==> src/rtl/rxrt_pkg.sv <==
package rxrt_pkg;
  // character hunter states
  typedef enum logic [1:0] {
    HUNT_MARK  = 2'd0,  // wait for line high (stop / idle)
    HUNT_EDGE  = 2'd1,  // wait for high-to-low transition
    START_CHK  = 2'd2,  // half-bit confirmation of start bit
    DATA_BITS  = 2'd3   // centre-sample the captured bits
  } hunt_e;
endpackage

==> src/rtl/rxrt_sync.sv <==
module rxrt_sync #(
  parameter int          STAGES  = 2,
  parameter logic        RST_VAL = 1'b1
) (
  input  logic clk,
  input  logic rst,
  input  logic d_in,
  output logic q_out
);
  logic [STAGES-1:0] chain;

  genvar g;
  generate
    for (g = 0; g < STAGES; g++) begin : g_stage
      if (g == 0) begin : g_first
        always_ff @(posedge clk) begin
          if (rst) chain[0] <= RST_VAL;
          else     chain[0] <= d_in;
        end
      end else begin : g_next
        always_ff @(posedge clk) begin
          if (rst) chain[g] <= RST_VAL;
          else     chain[g] <= chain[g-1];
        end
      end
    end
  endgenerate

  assign q_out = chain[STAGES-1];
endmodule

==> src/rtl/rxrt_framer.sv <==
module rxrt_framer
  import rxrt_pkg::*;
#(
  parameter int BIT_DIV = 2983,
  parameter int NBITS   = 9
) (
  input  logic             clk,
  input  logic             rst,
  input  logic             en,
  input  logic             raw_bit,
  output logic             line_q,
  output logic             done,
  output logic [NBITS-1:0] word
);
  localparam int CW     = $clog2(BIT_DIV);
  localparam int IW     = (NBITS > 1) ? $clog2(NBITS) : 1;
  localparam int HALF   = BIT_DIV / 2;
  localparam logic [CW-1:0] HALF_END = CW'(HALF - 1);
  localparam logic [CW-1:0] BIT_END  = CW'(BIT_DIV - 1);
  localparam logic [IW-1:0] IDX_END  = IW'(NBITS - 1);

  hunt_e            state;
  logic [CW-1:0]    cnt;
  logic [IW-1:0]    idx;
  logic [NBITS-1:0] sh;
  logic             line_p;
  logic             done_q;

  // line register and its previous value for edge detection
  always_ff @(posedge clk) begin
    if (rst) begin
      line_q <= 1'b1;
      line_p <= 1'b1;
    end else begin
      line_q <= raw_bit;
      line_p <= line_q;
    end
  end

  always_ff @(posedge clk) begin
    if (rst || !en) begin
      state  <= HUNT_MARK;
      cnt    <= '0;
      idx    <= '0;
      done_q <= 1'b0;
      sh     <= '0;
    end else begin
      done_q <= 1'b0;
      unique case (state)
        HUNT_MARK: begin
          if (line_q) state <= HUNT_EDGE;
        end
        HUNT_EDGE: begin
          if (line_p && !line_q) begin
            state <= START_CHK;
            cnt   <= '0;
          end
        end
        START_CHK: begin
          if (cnt == HALF_END) begin
            cnt <= '0;
            idx <= '0;
            state <= line_q ? HUNT_MARK : DATA_BITS;
          end else begin
            cnt <= cnt + 1'b1;
          end
        end
        DATA_BITS: begin
          if (cnt == BIT_END) begin
            cnt <= '0;
            sh  <= {line_q, sh[NBITS-1:1]};
            if (idx == IDX_END) begin
              done_q <= 1'b1;
              state  <= HUNT_MARK;
            end else begin
              idx <= idx + 1'b1;
            end
          end else begin
            cnt <= cnt + 1'b1;
          end
        end
        default: state <= HUNT_MARK;
      endcase
    end
  end

  assign done = done_q;
  assign word = sh;
endmodule

==> src/rtl/rxrt_hand.sv <==
module rxrt_hand #(
  parameter int NBITS = 9
) (
  input  logic             clk,
  input  logic             rst,
  input  logic             en,
  input  logic             host_s,
  input  logic             done,
  input  logic [NBITS-1:0] word,
  input  logic             line_q,
  output logic             rxd,
  output logic             rdy_n
);
  localparam int FW = (NBITS > 1) ? $clog2(NBITS) : 1;
  localparam logic [FW-1:0] FALL_END = FW'(NBITS - 1);

  logic             host_p;
  logic             act, act_n;
  logic [NBITS-1:0] hold, hold_n;
  logic [FW-1:0]    fcnt, fcnt_n;
  logic             rdy_q, rdy_nx;
  logic             rxd_q, rxd_nx;
  logic             rise, fall;

  assign rise = host_s & ~host_p;
  assign fall = ~host_s & host_p;

  always_comb begin
    act_n  = act;
    hold_n = hold;
    fcnt_n = fcnt;
    rdy_nx = rdy_q;
    if (!en) begin
      act_n  = 1'b0;
      rdy_nx = 1'b1;
    end else if (done) begin
      if (!host_s) begin
        act_n  = 1'b1;
        hold_n = word;
        fcnt_n = '0;
        rdy_nx = 1'b0;
      end else begin
        act_n  = 1'b0;
        rdy_nx = 1'b1;
      end
    end else if (act) begin
      if (rise) rdy_nx = 1'b1;
      if (fall) begin
        if (fcnt == FALL_END) begin
          act_n = 1'b0;
        end else begin
          hold_n = hold >> 1;
          fcnt_n = fcnt + 1'b1;
        end
      end
    end
    rxd_nx = !en ? 1'b0 : (act_n ? hold_n[0] : line_q);
  end

  always_ff @(posedge clk) begin
    if (rst) begin
      host_p <= 1'b1;
      act    <= 1'b0;
      hold   <= '0;
      fcnt   <= '0;
      rdy_q  <= 1'b1;
      rxd_q  <= 1'b0;
    end else begin
      host_p <= host_s;
      act    <= act_n;
      hold   <= hold_n;
      fcnt   <= fcnt_n;
      rdy_q  <= rdy_nx;
      rxd_q  <= rxd_nx;
    end
  end

  assign rxd   = rxd_q;
  assign rdy_n = rdy_q;
endmodule

==> src/rtl/rx_retime_buf.sv <==
module rx_retime_buf #(
  parameter int BIT_DIV     = 2983,
  parameter int NBITS       = 9,
  parameter int SYNC_STAGES = 2
) (
  input  logic clk,
  input  logic rst,
  input  logic rx_en,
  input  logic raw_bit,
  input  logic host_clk,
  output logic rxd,
  output logic rdy_n
);
  logic             host_s;
  logic             line_q;
  logic             done;
  logic [NBITS-1:0] word;

  rxrt_sync #(.STAGES(SYNC_STAGES), .RST_VAL(1'b1)) sync_i (
    .clk   (clk),
    .rst   (rst),
    .d_in  (host_clk),
    .q_out (host_s)
  );

  rxrt_framer #(.BIT_DIV(BIT_DIV), .NBITS(NBITS)) framer_i (
    .clk     (clk),
    .rst     (rst),
    .en      (rx_en),
    .raw_bit (raw_bit),
    .line_q  (line_q),
    .done    (done),
    .word    (word)
  );

  rxrt_hand #(.NBITS(NBITS)) hand_i (
    .clk    (clk),
    .rst    (rst),
    .en     (rx_en),
    .host_s (host_s),
    .done   (done),
    .word   (word),
    .line_q (line_q),
    .rxd    (rxd),
    .rdy_n  (rdy_n)
  );
endmodule

==> config.mk <==
export PLATFORM = sky130hd
export DESIGN_NAME = rx_retime_buf
export DESIGN_NICKNAME = d
export VERILOG_FILES = /design/src/rtl/rxrt_pkg.sv /design/src/rtl/rxrt_sync.sv /design/src/rtl/rxrt_framer.sv /design/src/rtl/rxrt_hand.sv /design/src/rtl/rx_retime_buf.sv
export SDC_FILE = /design/constraint.sdc
export NUM_CORES = 1
export LEC_CHECK = 0
export BUFFER_PORTS_ARGS = -buffer_cell sky130_fd_sc_hd__buf_2
export CAP_MARGIN = 30
export CORE_UTILIZATION = 40
export CTS_CLUSTER_DIAMETER = 150
export CTS_CLUSTER_SIZE = 40
export DETAILED_ROUTE_END_ITERATION = 10
export SETUP_SLACK_MARGIN = 0.15
export SYNTH_ARGS = -nofsm -noshare
export SYNTH_HDL_FRONTEND = slang
export SYNTH_HIERARCHICAL = 1
export SYNTH_SLANG_ARGS = --single-unit
==> constraint.sdc <==
create_clock -name clk -period 2 [get_ports clk]
set_input_delay 0.2 -clock clk [delete_from_list [all_inputs] [get_ports clk]]
set_output_delay 0.2 -clock clk [all_outputs]
set_load 0.02 [all_outputs]
Word level (Yosys, flattened, before mapping)
Cells that the tools add are included.
W data, S select, Z words.
{"block": "word_totals", "word_cells": 97, "ramBits": 0, "latchBits": 0, "n_memories": 0, "out_inout_bits": 2, "reg_bits": 49, "rom_bits": 0}
{"block": "classes", "eq_ne": 15, "reduce_logical": 18, "bitwise": 7, "n_lt_le_gt_ge": 0, "n_div": 0, "n_shift": 0, "add_sub_neg": 3, "mul": 0, "mux": 38}
{"op": "$mux W9", "count": 5}
{"op": "$mux W12", "count": 3}
{"op": "$pmux W12 S3", "count": 1}
{"op": "$mux W4", "count": 8}
{"op": "$mux W1", "count": 13}
{"op": "$add A12 B1 Y12 const B", "count": 1}
{"op": "$eq A12 B11 Y1 const B", "count": 1}
{"op": "$eq A12 B12 Y1 const B", "count": 1}
{"op": "$mux W2", "count": 6}
{"op": "$ne A2 B1 Y1 const B", "count": 5}
{"op": "$reduce_and A5 Y1", "count": 2}
{"op": "$add A4 B1 Y4 const B", "count": 2}
{"op": "$eq A4 B4 Y1 const B", "count": 2}
{"op": "$pmux W2 S4", "count": 1}
{"op": "$pmux W4 S2", "count": 1}
{"op": "$reduce_bool A2 Y1", "count": 4}
{"op": "$ne A2 B2 Y1 const B", "count": 3}
{"op": "$reduce_and A2 Y1", "count": 3}
{"op": "$not A1 Y1", "count": 5}
{"op": "$eq A2 B2 Y1 const B", "count": 2}
{"op": "$reduce_and A4 Y1", "count": 1}
{"op": "$reduce_bool A3 Y1", "count": 1}
{"op": "$reduce_or A3 Y1", "count": 1}
{"op": "$and A1 B1 Y1", "count": 2}
{"op": "other kinds (6)", "count": 7}

Logic depth before layout (Yosys ltp)
Gate-level depths: netlist of the first run.
{"block": "depth", "word_depth": 7, "ltp_mapped": 8}

Cells and area by module
The synthesis of the first run kept the hierarchy.
{"module": "rxrt_framer", "area_each_um2": 1490.2, "instances": 1, "cells_per_inst": 176}
{"module": "rxrt_hand", "area_each_um2": 863.3, "instances": 1, "cells_per_inst": 98}
{"module": "rxrt_sync", "area_each_um2": 52.6, "instances": 1, "cells_per_inst": 4}

Worst setup path after synthesis of the first run
Ideal clock, no wire load.
{"block": "synth_path", "kind": "reg2reg", "from": "register framer_i.cnt[0]", "to": "register framer_i.cnt[7]", "path_stages_with_launch": 9, "n_path_buf": 1, "arrival_ns": 1.925, "required_time_ns": 1.878, "slack_ns": -0.047, "period_less_slack_ns": 2.047, "setup_time_ns": 0.122, "cell_sequence": "dfxtp_1 -> inv_1 -> ha_1 -> or4bb_4 -> nor4_2 -> or3_1 -> buf_6 -> nor3b_2 -> a221o_1"}
{"block": "synth_between", "elab_chain_cells": 3, "word_cells_on_any_way": 6, "classes_between": "add/sub: 1; eq/ne: 2; mux: 3"}
{"item": "from (decl)", "line_no": "rxrt_framer.sv:23", "text": "logic [CW-1:0] cnt;"}
{"item": "from (signal assigned)", "line_no": "rxrt_framer.sv:65", "text": "cnt <= cnt + 1'b1;"}
{"item": "from (signal assigned)", "line_no": "rxrt_framer.sv:79", "text": "cnt <= cnt + 1'b1;"}
{"item": "$add A12 B1 Y12, or another cell as far along", "line_no": "rxrt_framer.sv:65, rxrt_framer.sv:79"}
{"item": "$mux W12 (on tied branches)", "line_no": "rxrt_framer.sv:69, rxrt_framer.sv:60"}
{"item": "$pmux W12 S3 (*)", "line_no": "rxrt_framer.sv:49", "text": "unique case (state)"}
Mark *: on every way between the ends. The rest lies on a longest branch, timed or not.
A chain may end at the register's enable or synchronous reset.

Worst setup path in the final report of the first run
{"block": "layout_path", "from": "register framer_i.state[0]", "to": "register framer_i.cnt[7]"}
{"block": "layout_between", "elab_chain_cells": 3, "word_cells_on_any_way": 7, "classes_between": "eq/ne: 4; mux: 1; reduce/logical: 2"}
{"item": "from (decl)", "line_no": "rxrt_framer.sv:22", "text": "hunt_e state;"}
{"item": "from (signal assigned)", "line_no": "rxrt_framer.sv:63", "text": "state <= line_q ? HUNT_MARK : DATA_BITS;"}
{"item": "$eq A2 B1 Y1 or $eq A2 B2 Y1 (tied branches)", "line_no": "rxrt_framer.sv:49"}
{"item": "$ne A2 B1 Y1 (no line) or $reduce_bool A3 Y1 (tied branches)"}
{"item": "$reduce_and A2 Y1 (no line)"}
Parallel ways exist; a longest one is shown, timed or not.

==> metrics.txt, run 1 <==
status complete, no violations; root buf cell clkbuf_8; RR Endpoint framer_i/cnt[7]; Die Area 6330 um2; Critical Path RT 2.19 ns; final period utilization 94.0%; RSZ-0062 raised after global routing true; fmax 0.532 GHz; crit-path cells or4b_4 -> o41ai_4 -> or3_4 -> nor3b_2 -> a221o_1; sequential share of power 59.2%; GR Overflow Total 0; CP endpoint framer_i/cnt[7]; Clock power frac 36.9%; switching share of power 24.3%; first-pass GRT wire length 8.51 mm; Vert. Die Dim 79.6 um; Mapped Avg Cell Area 8.65 um2; Filler cells 534; Worst-Skew Late Latency 0.31 ns; P_int 0.00126 W; Max Cap Violations 0; Crit Path Class reg2reg; Via Count 1976; Layout Skew 0.0113 ns; largest net degree at the start of global routing 22; initial antenna violation count 0; reg2reg path depth 5; I/O Pins 7; mux contribution to synthesized area 1.25%; Psw 0.000405 W; Hold Violations, Final 0; CTS tree yes; sequential area share after synthesis 40.8%; H-tree depth 2; XOR/XNOR Fraction of Synth Area 1.46%; GRT Total Usage 17.0%; main combinational cell family by area after synthesis simple AND/OR/NAND/NOR gates; Cell variety after synth 54; share of cells above drive strength 1 28.2%; LEAKAGE 0.944 nW; crit path max fanout 6; cell count after synthesis 278; Synth Area in Compound Gates 17.8%; startpoint types flip-flop; fin area 2800 um2; Cell Area, Synth 2410 um2; Initial Utilization 42.6%; synthesized flop and latch total 49; Core ar. 5640 um2; clock-pin slew on the worst setup and hold paths 0.09 ns; Arr. time, crit path 2.07 ns; synth warn 6; Cell Count, Final, Fillers Out 377; Synth Area in Adders 3.12%; crit path time final 1.88 ns; chip width 79.6 um; slowest stage delay, CP 0.55 ns; register-to-register setup slack 0.12 ns; area delta synth->final 16.2%; DR pass1 iterations 6; vias in the first global route 1919; critical path endpoint category flip-flop; R2R Path Start framer_i/state[0]; post-synthesis net count 289; Via density 5.24; ys flop type dfxtp_1; DR iter-0 viols 75; TritonCTS Buffers 5; final slew viol count 0; placed cell count 361; Design Power 0.00167 W; nets 315; combinational power share 3.9%; DP HPWL 3.31 mm; Setup violations, final 0; clk sinks 49; pwr dens 596 nW/um2; Max clock buf depth 2; row count 27; final WL 4.91 mm; Slew headroom 58.4%; antenna viol nets, final 0; routed len/inst 13.0 um; min-delay src host_clk; worst setup path start framer_i/state[0]; Worst-Margin Slew 0.620 ns; Synth Area in Simple Gates 29.6%; Placed Instance Area 2590 um2; DRC 0; peak supply drop 0.286 mV; # diodes 0; HP Class in2reg; Worst path slowest cell or4b_4; Placer Congestion 0.778; Post-synth EDFFs 0; Setup TNS 0 ns; FFs w/ async S/R, synth 0%; IO Port Bufs 6
-- per-stage QoR --
| stage | setup WS [ns] | hold slack [ns] | utilization, % |
|---|---|---|---|
| 2_1_floorplan | 0.0940 | 0.276 | - |
| 3_3_place_gp | 0.0777 | 0.384 | 45.9 |
| 3_5_place_dp | 0.0315 | 0.388 | 45.9 |
| 4_1_cts | 0.104 | 0.0715 | 48.5 |
| 5_1_grt | 0.0625 | 0.0760 | 49.5 |
| 6_report | 0.119 | 0.0782 | 49.5 |
-- worst min-delay path by stage --
stage / endpoint / slack [ns] / cells past startpoint
after floorplan: hand_i/rxd / 0.28 / 1
after global placement: framer_i/line_q / 0.38 / 2
after detailed placement: framer_i/line_q / 0.39 / 2
after CTS: framer_i/line_q / 0.07 / 2
after global routing: sync_i/chain[0] / 0.08 / 2
final: sync_i/chain[0] / 0.08 / 2
-- kinds of logic (layout without fill, tap and decap cells) --
logic type | after synthesis | count (layout)
flops | 49 | 49
compound gates | 64 | 64
fa+ha+maj | 6 | 6
buf+inv | 31 | 58
simple gates | 121 | 121
mux | 3 | 3
xor+xnor | 4 | 4
-- metal layers --
layer / GRT usage, % / vias up / share of wire, %
li1: - / 1038 / -
met1: 20.8 / 921 / 48
met2: 29.9 / 15 / 49
met5: 0 / - / 0
met4: 5.45 / 0 / 0.63
met3: 3.09 / 2 / 2.1
-- sequential cells by signal (all words and copies together), names as in the netlist --
signal / flops
framer_i/cnt: 12
framer_i/done: 1
framer_i/idx: 4
framer_i/line_p: 1
framer_i/line_q: 1
framer_i/state: 2
framer_i/word: 9
hand_i/act: 1
hand_i/fcnt: 4
hand_i/hold: 9
hand_i/host_p: 1
hand_i/rdy_n: 1
hand_i/rxd: 1
sync_i/chain: 1
sync_i/q_out: 1
-- cell type report --
class	instances	area [um2]	share of cell area [%]
Multi-Input combinational cell	198	1330	47.6
Sequential cell	49	998	35.7
Timing Repair Buffer	29	203	7.25
Tap cell	72	90.1	3.22
Inverter	21	78.8	2.82
Clock buffer	5	68.8	2.46
Clock inverter	3	26.3	0.940
-- critical path, delay by kind of cell (launching register included) --
kind | cells | cell delay, ns
flops | 1 | 0.33
simple gates | 3 | 0.82
compound gates | 2 | 0.62
-- cell usage after synthesis (all sizes together), types with 3 or more instances --
| library cell | count | area, um2 |
|---|---|---|
| mux2i | 3 | 30.0 |
| nor2b | 3 | 18.8 |
| nand4 | 6 | 37.5 |
| ha | 6 | 75.1 |
| and3 | 5 | 36.3 |
| or3 | 7 | 50.1 |
| or2 | 6 | 37.5 |
| o221a | 7 | 78.8 |
| a31oi | 3 | 18.8 |
| and2 | 3 | 21.3 |
| buf | 6 | 50.0 |
| nor2 | 10 | 37.5 |
| inv | 21 | 78.8 |
| nand2 | 39 | 146 |
| nand3 | 18 | 90.1 |
| nor3 | 4 | 25.0 |
| clkbuf | 4 | 15.0 |
| nor4 | 3 | 31.3 |
| or4bb | 3 | 37.5 |
| a21oi | 31 | 155 |
| nand3b | 3 | 35.0 |
| xor2 | 3 | 26.3 |
| dfxtp | 49 | 981 |
| o21ai | 12 | 60.1 |
-- power by group through the flow --
stage,registers [W],clock network (W),logic (W)
3_3_place_gp,0.00101,0,0.0000620
4_1_cts,0.000988,0.000637,0.0000630
6_report,0.000986,0.000614,0.0000651
5_1_grt,0.000988,0.000684,0.0000725
2_1_floorplan,0.00101,0,0.0000365
3_5_place_dp,0.00101,0,0.0000621
-- cell usage in the layout, fill, tap and decap left out, types with 2 or more instances in the layout --
| cell type | count |
|---|---|
| a211oi_1 | 2 |
| nand2_1 | 39 |
| buf_4 | 23 |
| or4b_4 | 2 |
| dfxtp_2 | 11 |
| clkbuf_8 | 5 |
| nand3b_1 | 2 |
| or2_2 | 4 |
| clkinvlp_4 | 2 |
| and3_1 | 4 |
| mux2i_1 | 3 |
| buf_2 | 6 |
| nor2b_1 | 3 |
| xor2_1 | 3 |
| and2_2 | 2 |
| dfxtp_1 | 37 |
| or4bb_4 | 3 |
| o21ai_1 | 3 |
| nor2_1 | 10 |
| ha_1 | 4 |
| nand2b_1 | 2 |
| a31oi_1 | 3 |
| o221a_2 | 7 |
| nor3_1 | 3 |
| inv_1 | 20 |
| or3_2 | 5 |
| nand4_1 | 6 |
| or2_1 | 2 |
| nand3_1 | 18 |
| a21oi_1 | 31 |
| o21ai_0 | 9 |
-- what timing repair did --
| action | CTS | global route |
|---|---|---|
| hold buffers | 0 | 0 |
| pin swaps | 3 | 6 |
| setup buffers | 4 | 4 |
| gates resized for setup | 8 | 10 |
| endpoints found under the setup margin | 17 | 25 |
(Power assumes the default switching activity.)
==> run 2, diff against run 1 <==
--- a/config.mk
+++ b/config.mk
@@ -11,6 +11,7 @@
 export CTS_CLUSTER_DIAMETER = 150
 export CTS_CLUSTER_SIZE = 40
 export DETAILED_ROUTE_END_ITERATION = 10
+export HOLD_SLACK_MARGIN = 0.15
 export SETUP_SLACK_MARGIN = 0.15
 export SYNTH_ARGS = -nofsm -noshare
 export SYNTH_HDL_FRONTEND = slang
==> constraint.sdc (replaced) <==
create_clock -name clk -period 1.8 [get_ports clk]
set_input_delay 0.18 -clock clk [delete_from_list [all_inputs] [get_ports clk]]
set_output_delay 0.18 -clock clk [all_outputs]
set_load 0.02 [all_outputs]
==> run 2 against run 1 <==
Effect of this change: the flow now finishes with violations (negative setup slack); clock power grew 9.3%; worst hold slack gained 0.21 ns; die area is the same; sequential power grew 12%; sequential share of layout area shrank 3.2 points; first-iteration DRC count shrank 17%; critical endpoint is now framer_i/idx[3]; critical path depth grew 3; clock skew shrank 0.0065 ns; via count grew 1.5%; critical path type unchanged.
==> metrics.txt, run 2 (synthesis results as in run 1) <==
status finished, violations left; failing checks negative setup slack; final period utilization 105% (+11 points); Worst-Margin Slew 0.538 ns (-0.0822 ns); Clock power frac 36.3% (-0.6 points); GRT Total Usage 17.1% (+0.073 points); Via density 5.16 (-1.6%); delay-heaviest family, CP simple AND/OR/NAND/NOR gates; WHS Endpoint hand_i/rdy_n; CTS tree yes; initial antenna violation count 0 (unchanged); Largest register FFs 12 (unchanged); Setup WS pre-CTS -0.0978 ns (-0.129 ns); Initial Utilization 42.6% (unchanged); switching share of power 22.8% (-1.6 points); RR Endpoint framer_i/idx[3]; Final WS setup -0.0920 ns (-0.211 ns); Routed met3 length 93 um (-9.7%); P_int 0.00143 W (+13%); TritonCTS Buffers 5 (unchanged); R2R Path Start framer_i/cnt[0]; Slew headroom 63.9% (+5.5 points); root buf cell clkbuf_8; number of cells on the critical path 8 (+3); min-delay src rx_en; clock-pin slew on the worst setup and hold paths 0.09 ns (about the same); largest net degree at the start of global routing 22 (unchanged); fmax 0.529 GHz (-0.61%); Psw 0.000420 W (+3.7%); most common cell after layout, fill and taps aside dfxtp_1; Met2 Wirelength 2.44 mm (+1.7%); Critical Path RT 2.00 ns (-0.19 ns); pwr dens 606 nW/um2 (+1.7%); critical path endpoint category flip-flop; first-pass GRT wire length 8.45 mm (-0.65%); Core ar. 5640 um2 (unchanged); Vert. Die Dim 79.6 um (unchanged); commonest cells after routing, fill and taps aside dfxtp_1 (40), nand2_1 (32), buf_4 (28), a21oi_1 (22), inv_1 (18); antenna viol nets, final 0 (unchanged); DRC 0 (unchanged); sequential share of power 59.4% (+0.2 points); Hold Violations, Final 0 (unchanged); DR iter-0 viols 62 (-17%); Worst path slowest cell or4bb_4; I/O Pins 7 (unchanged); combinational power share 4.3% (+0.4 points); Reg with most FFs framer_i/cnt; crit-path cells inv_2 -> ha_4 -> or4bb_4 -> nor4_4 -> buf_6 -> nand4_1 -> xor2_1 -> nor2_1; nets 328 (+4.1%); RSZ-0062 raised after global routing true; row count 27 (unchanged); register-to-register setup slack -0.09 ns (-0.21 ns); chip width 79.6 um (unchanged); Placer Congestion 0.739 (-5.0%); GR Overflow Total 0 (unchanged); Setup violations, final 20 (+20); slowest stage delay, CP 0.51 ns (-0.04 ns); final slew viol count 0 (unchanged); Design Power 0.00185 W (+11%); peak supply drop 0.341 mV (+19%); DP HPWL 3.50 mm (+5.7%); startpoint types flip-flop; reg2reg path depth 8 (+3); Die Area 6330 um2 (unchanged); M1 wire length 2.42 mm (+1.5%); Max clock buf depth 2 (unchanged); crit path max fanout 5 (-1); LEAKAGE 1.07 nW (+13%); crit path time final 1.89 ns (+0.0115 ns); HP Class in2reg; routed len/inst 12.9 um (-0.82%); final WL 5.03 mm (+2.3%); clk sinks 49 (unchanged); CP Buf/Inv Count 2 (+2); Via Count 2006 (+1.5%); vias in the first global route 1901 (-0.94%); # diodes 0 (unchanged); IO Port Bufs 6 (unchanged); H-tree depth 2 (unchanged); area delta synth->final 26.7%; DR pass1 iterations 4 (-2); Crit Path Class reg2reg; Arr. time, crit path 2.09 ns (+0.02 ns); Layout Skew 0.00478 ns (-0.00653 ns); Max Cap Violations 0 (unchanged); max layer used met4; Worst Hold Depth 3 (+1); worst setup path start framer_i/cnt[0]; share of cells above drive strength 1 39.1% (+11 points); Worst-Skew Late Latency 0.30 ns (about the same)
==> run 2: power by group through the flow <==
stage	clock [W]	combinational, W	sequential [W]
after global routing	0.000744	0.0000888	0.00110
after floorplan	0	0.0000408	0.00112
after CTS	0.000696	0.0000763	0.00110
after global placement	0	0.0000703	0.00112
final	0.000671	0.0000788	0.00110
after detailed placement	0	0.0000703	0.00112
==> run 2: metal layers <==
metal	vias to the layer above	global-route usage, %
li1	1070	-
met3	8	3.43
met1	914	20.6
met4	0	6.55
met2	14	29.7
met5	-	0
==> run 2: worst max-delay path by stage <==
stage	endpoint	slack [ns]
floorplan	framer_i/cnt[7]	-0.08
global placement	framer_i/cnt[7]	-0.07
detailed placement	framer_i/cnt[7]	-0.1
CTS	framer_i/cnt[7]	-0.08
global route	framer_i/idx[3]	-0.18
finish	framer_i/idx[3]	-0.09
==> run 2: stage by stage <==
step / setup TNS, ns / std cells / utilization (%) / area, um2 / hold WS, ns
5_1_grt: -2.73 / 389 / 54.0 / 3050 / 0.290
2_1_floorplan: -0.729 / 278 / - / 2480 / 0.256
6_report: -0.847 / 389 / 54.0 / 3050 / 0.288
3_5_place_dp: -0.778 / 375 / 48.7 / 2750 / 0.367
4_1_cts: -0.921 / 389 / 52.3 / 2950 / 0.283
3_3_place_gp: -0.388 / 375 / 48.7 / 2750 / 0.362
==> run 2: final cells by class <==
cell class	instances	area, um2
clock buffer	6	82.6
clock inverter	1	7.51
fill	507	2590
inverter	21	78.8
multi-input combinational	198	1470
sequential	49	992
tap	72	90.1
timing repair buffer	42	328
==> run 2: timing repair <==
| action | in CTS | in global routing |
|---|---|---|
| buffers inserted | 5 | 0 |
| hold buffers | 2 | 0 |
| endpoints found under the hold margin | 2 | 0 |
| resized for setup | 19 | 26 |
| setup endpoints to repair | 28 | 36 |
| pin swaps | 13 | 13 |
| gates cloned | 0 | 0 |
==> run 2: worst min-delay path: stages <==
cell and delay [ns]:
buf_2 0.11, buf_4 0.17, o2111ai_1 0.10
==> run 3, diff against run 2 <==
--- a/config.mk
+++ b/config.mk
@@ -8,11 +8,11 @@
 export BUFFER_PORTS_ARGS = -buffer_cell sky130_fd_sc_hd__buf_2
 export CAP_MARGIN = 30
 export CORE_UTILIZATION = 40
-export CTS_CLUSTER_DIAMETER = 150
 export CTS_CLUSTER_SIZE = 40
 export DETAILED_ROUTE_END_ITERATION = 10
 export HOLD_SLACK_MARGIN = 0.15
 export SETUP_SLACK_MARGIN = 0.15
+export SKIP_CTS_REPAIR_TIMING = 1
 export SYNTH_ARGS = -nofsm -noshare
 export SYNTH_HDL_FRONTEND = slang
 export SYNTH_HIERARCHICAL = 1
==> run 3 against run 2 <==
Effect of this change: the flow still finishes with violations (negative setup slack); clock skew about the same; first-iteration DRC count is 16% higher; largest cell class unchanged; highest routed layer unchanged; global-route usage fell by 0.12 points; fmax rose by 0.25%.
==> metrics.txt, run 3 (synthesis results as in run 1) <==
status finished, violations left; failing checks negative setup slack; CTS tree yes; antenna viol nets, final 0 (unchanged); nets 326 (-0.61%); Largest register FFs 12 (unchanged); DR iter-0 viols 72 (+16%); area delta synth->final 27.5%; H-tree depth 2 (unchanged); GRT Total Usage 17.0% (-0.12 points); sequential share of power 59.5% (about the same); Max Cap Violations 0 (unchanged); chip width 79.6 um (unchanged); R2R Path Start framer_i/cnt[2]; Die Area 6330 um2 (unchanged); Reg with most FFs framer_i/cnt; critical path endpoint category flip-flop; I/O Pins 7 (unchanged); DP HPWL 3.50 mm (unchanged); Critical Path RT 2.00 ns (about the same); CP endpoint framer_i/idx[3]; GR Overflow Total 0 (unchanged); final slew viol count 0 (unchanged); final WL 5.04 mm (+0.30%); initial antenna violation count 0 (unchanged); crit path max fanout 5 (unchanged); Core ar. 5640 um2 (unchanged); Setup TNS -0.840 ns (+0.00725 ns); startpoint types flip-flop; Vert. Die Dim 79.6 um (unchanged); RSZ-0062 raised after global routing true; Setup violations, final 22 (+10%); Initial Utilization 42.6% (unchanged); Placer Congestion 0.739 (unchanged); peak supply drop 0.338 mV (-0.96%); Worst-Skew Late Latency 0.30 ns (about the same); RR Endpoint framer_i/idx[3]; DRC 0 (unchanged); Worst-Margin Slew 0.528 ns (-0.0101 ns); reg2reg path depth 7 (-1); Arr. time, crit path 2.09 ns (about the same); register-to-register setup slack -0.09 ns (about the same); TritonCTS Buffers 5 (unchanged); combinational power share 4.3% (about the same); Psw 0.000417 W (-0.78%); HP Class in2reg; DR pass1 iterations 4 (unchanged); commonest cells after routing, fill and taps aside dfxtp_1 (41), nand2_1 (30), buf_4 (25), a21oi_1 (22), inv_1 (18); switching share of power 22.6% (-0.12 points); largest net degree at the start of global routing 22 (unchanged); Clock power frac 36.2% (about the same); clk sinks 49 (unchanged); most common cell after layout, fill and taps aside dfxtp_1; worst setup path start framer_i/cnt[2]; share of cells above drive strength 1 39.4% (+0.25 points); vias in the first global route 1867 (-1.8%); root buf cell clkbuf_8; Crit Path Class reg2reg; first-pass GRT wire length 8.42 mm (-0.40%); IO Port Bufs 6 (unchanged); row count 27 (unchanged); Via density 5.20 (+0.87%); Setup WS pre-CTS -0.0978 ns (unchanged); Layout Skew 0.00470 ns (-0.0000748 ns); P_int 0.00142 W (about the same); # diodes 0 (unchanged); routed len/inst 13.0 um (+0.82%); Slew headroom 64.6% (+0.67 points); Hold Violations, Final 0 (unchanged); fmax 0.530 GHz (+0.25%); Final WS setup -0.0874 ns (+0.00464 ns); final period utilization 105% (-0.26 points); pwr dens 601 nW/um2 (-0.86%); crit path time final 1.89 ns (-0.00464 ns); Max clock buf depth 2 (unchanged); clock-pin slew on the worst setup and hold paths 0.09 ns (about the same); Via Count 2013 (+0.35%); LEAKAGE 1.09 nW (+1.4%)
==> run 3: changes by cell type in the layout (fill, tap and decap cells not counted), sizes merged <==
cell / delta
buf: -2
==> run 3: area by class of cell <==
type                            instances  area (um2)
Fill cell                             515        2570
Multi-Input combinational cell        198        1490
Sequential cell                        49         993
Timing Repair Buffer                   40         325
Tap cell                               72        90.1
Clock buffer                            6        82.6
Inverter                               21        81.3
Clock inverter                          1        7.51
==> run 3: worst min-delay path by stage <==
stage,from,endpoint,slack (ns),cells after the start
3_3_place_gp,raw_bit,framer_i/line_q,0.36,2
5_1_grt,rx_en,hand_i/rdy_n,0.30,3
6_report,rx_en,hand_i/rdy_n,0.29,3
2_1_floorplan,rst,hand_i/rxd,0.26,1
4_1_cts,host_clk,sync_i/chain[0],0.05,2
3_5_place_dp,host_clk,sync_i/chain[0],0.37,2
==> run 3: through the flow <==
stage	area (um2)	std cells	total power (W)	utilization [%]	hold slack (ns)
6_report	3070	387	0.00184	54.4	0.293
5_1_grt	3070	387	0.00193	54.4	0.295
4_1_cts	2840	382	0.00186	50.3	0.0486
3_3_place_gp	2750	375	0.00119	48.7	0.362
2_1_floorplan	2480	278	0.00116	-	0.256
3_5_place_dp	2750	375	0.00119	48.7	0.367
==> run 3: routing by layer <==
layer	vias to the layer above	part of all wire, %	GRT usage [%]	wire (um)
met2	6	48	29.0	2410
met5	-	0	0	0
li1	1068	-	-	-
met4	0	1.6	6.55	79
met1	931	49	20.9	2470
met3	8	1.5	3.43	75
==> run 3: worst max-delay path, stage by stage, from the launching register on <==
cell     delay, ns
dfxtp_2       0.36
or4bb_4       0.55
buf_6         0.14
nor4_4        0.27
buf_6         0.17
nand4_1       0.11
xor2_1        0.14
nor2_1        0.05
==> run 3: power groups by stage <==
stage	clock (W)	combinational (W)	sequential [W]
6_report	0.000667	0.0000794	0.00110
5_1_grt	0.000744	0.0000894	0.00110
3_5_place_dp	0	0.0000703	0.00112
4_1_cts	0.000696	0.0000704	0.00110
3_3_place_gp	0	0.0000703	0.00112
2_1_floorplan	0	0.0000408	0.00112
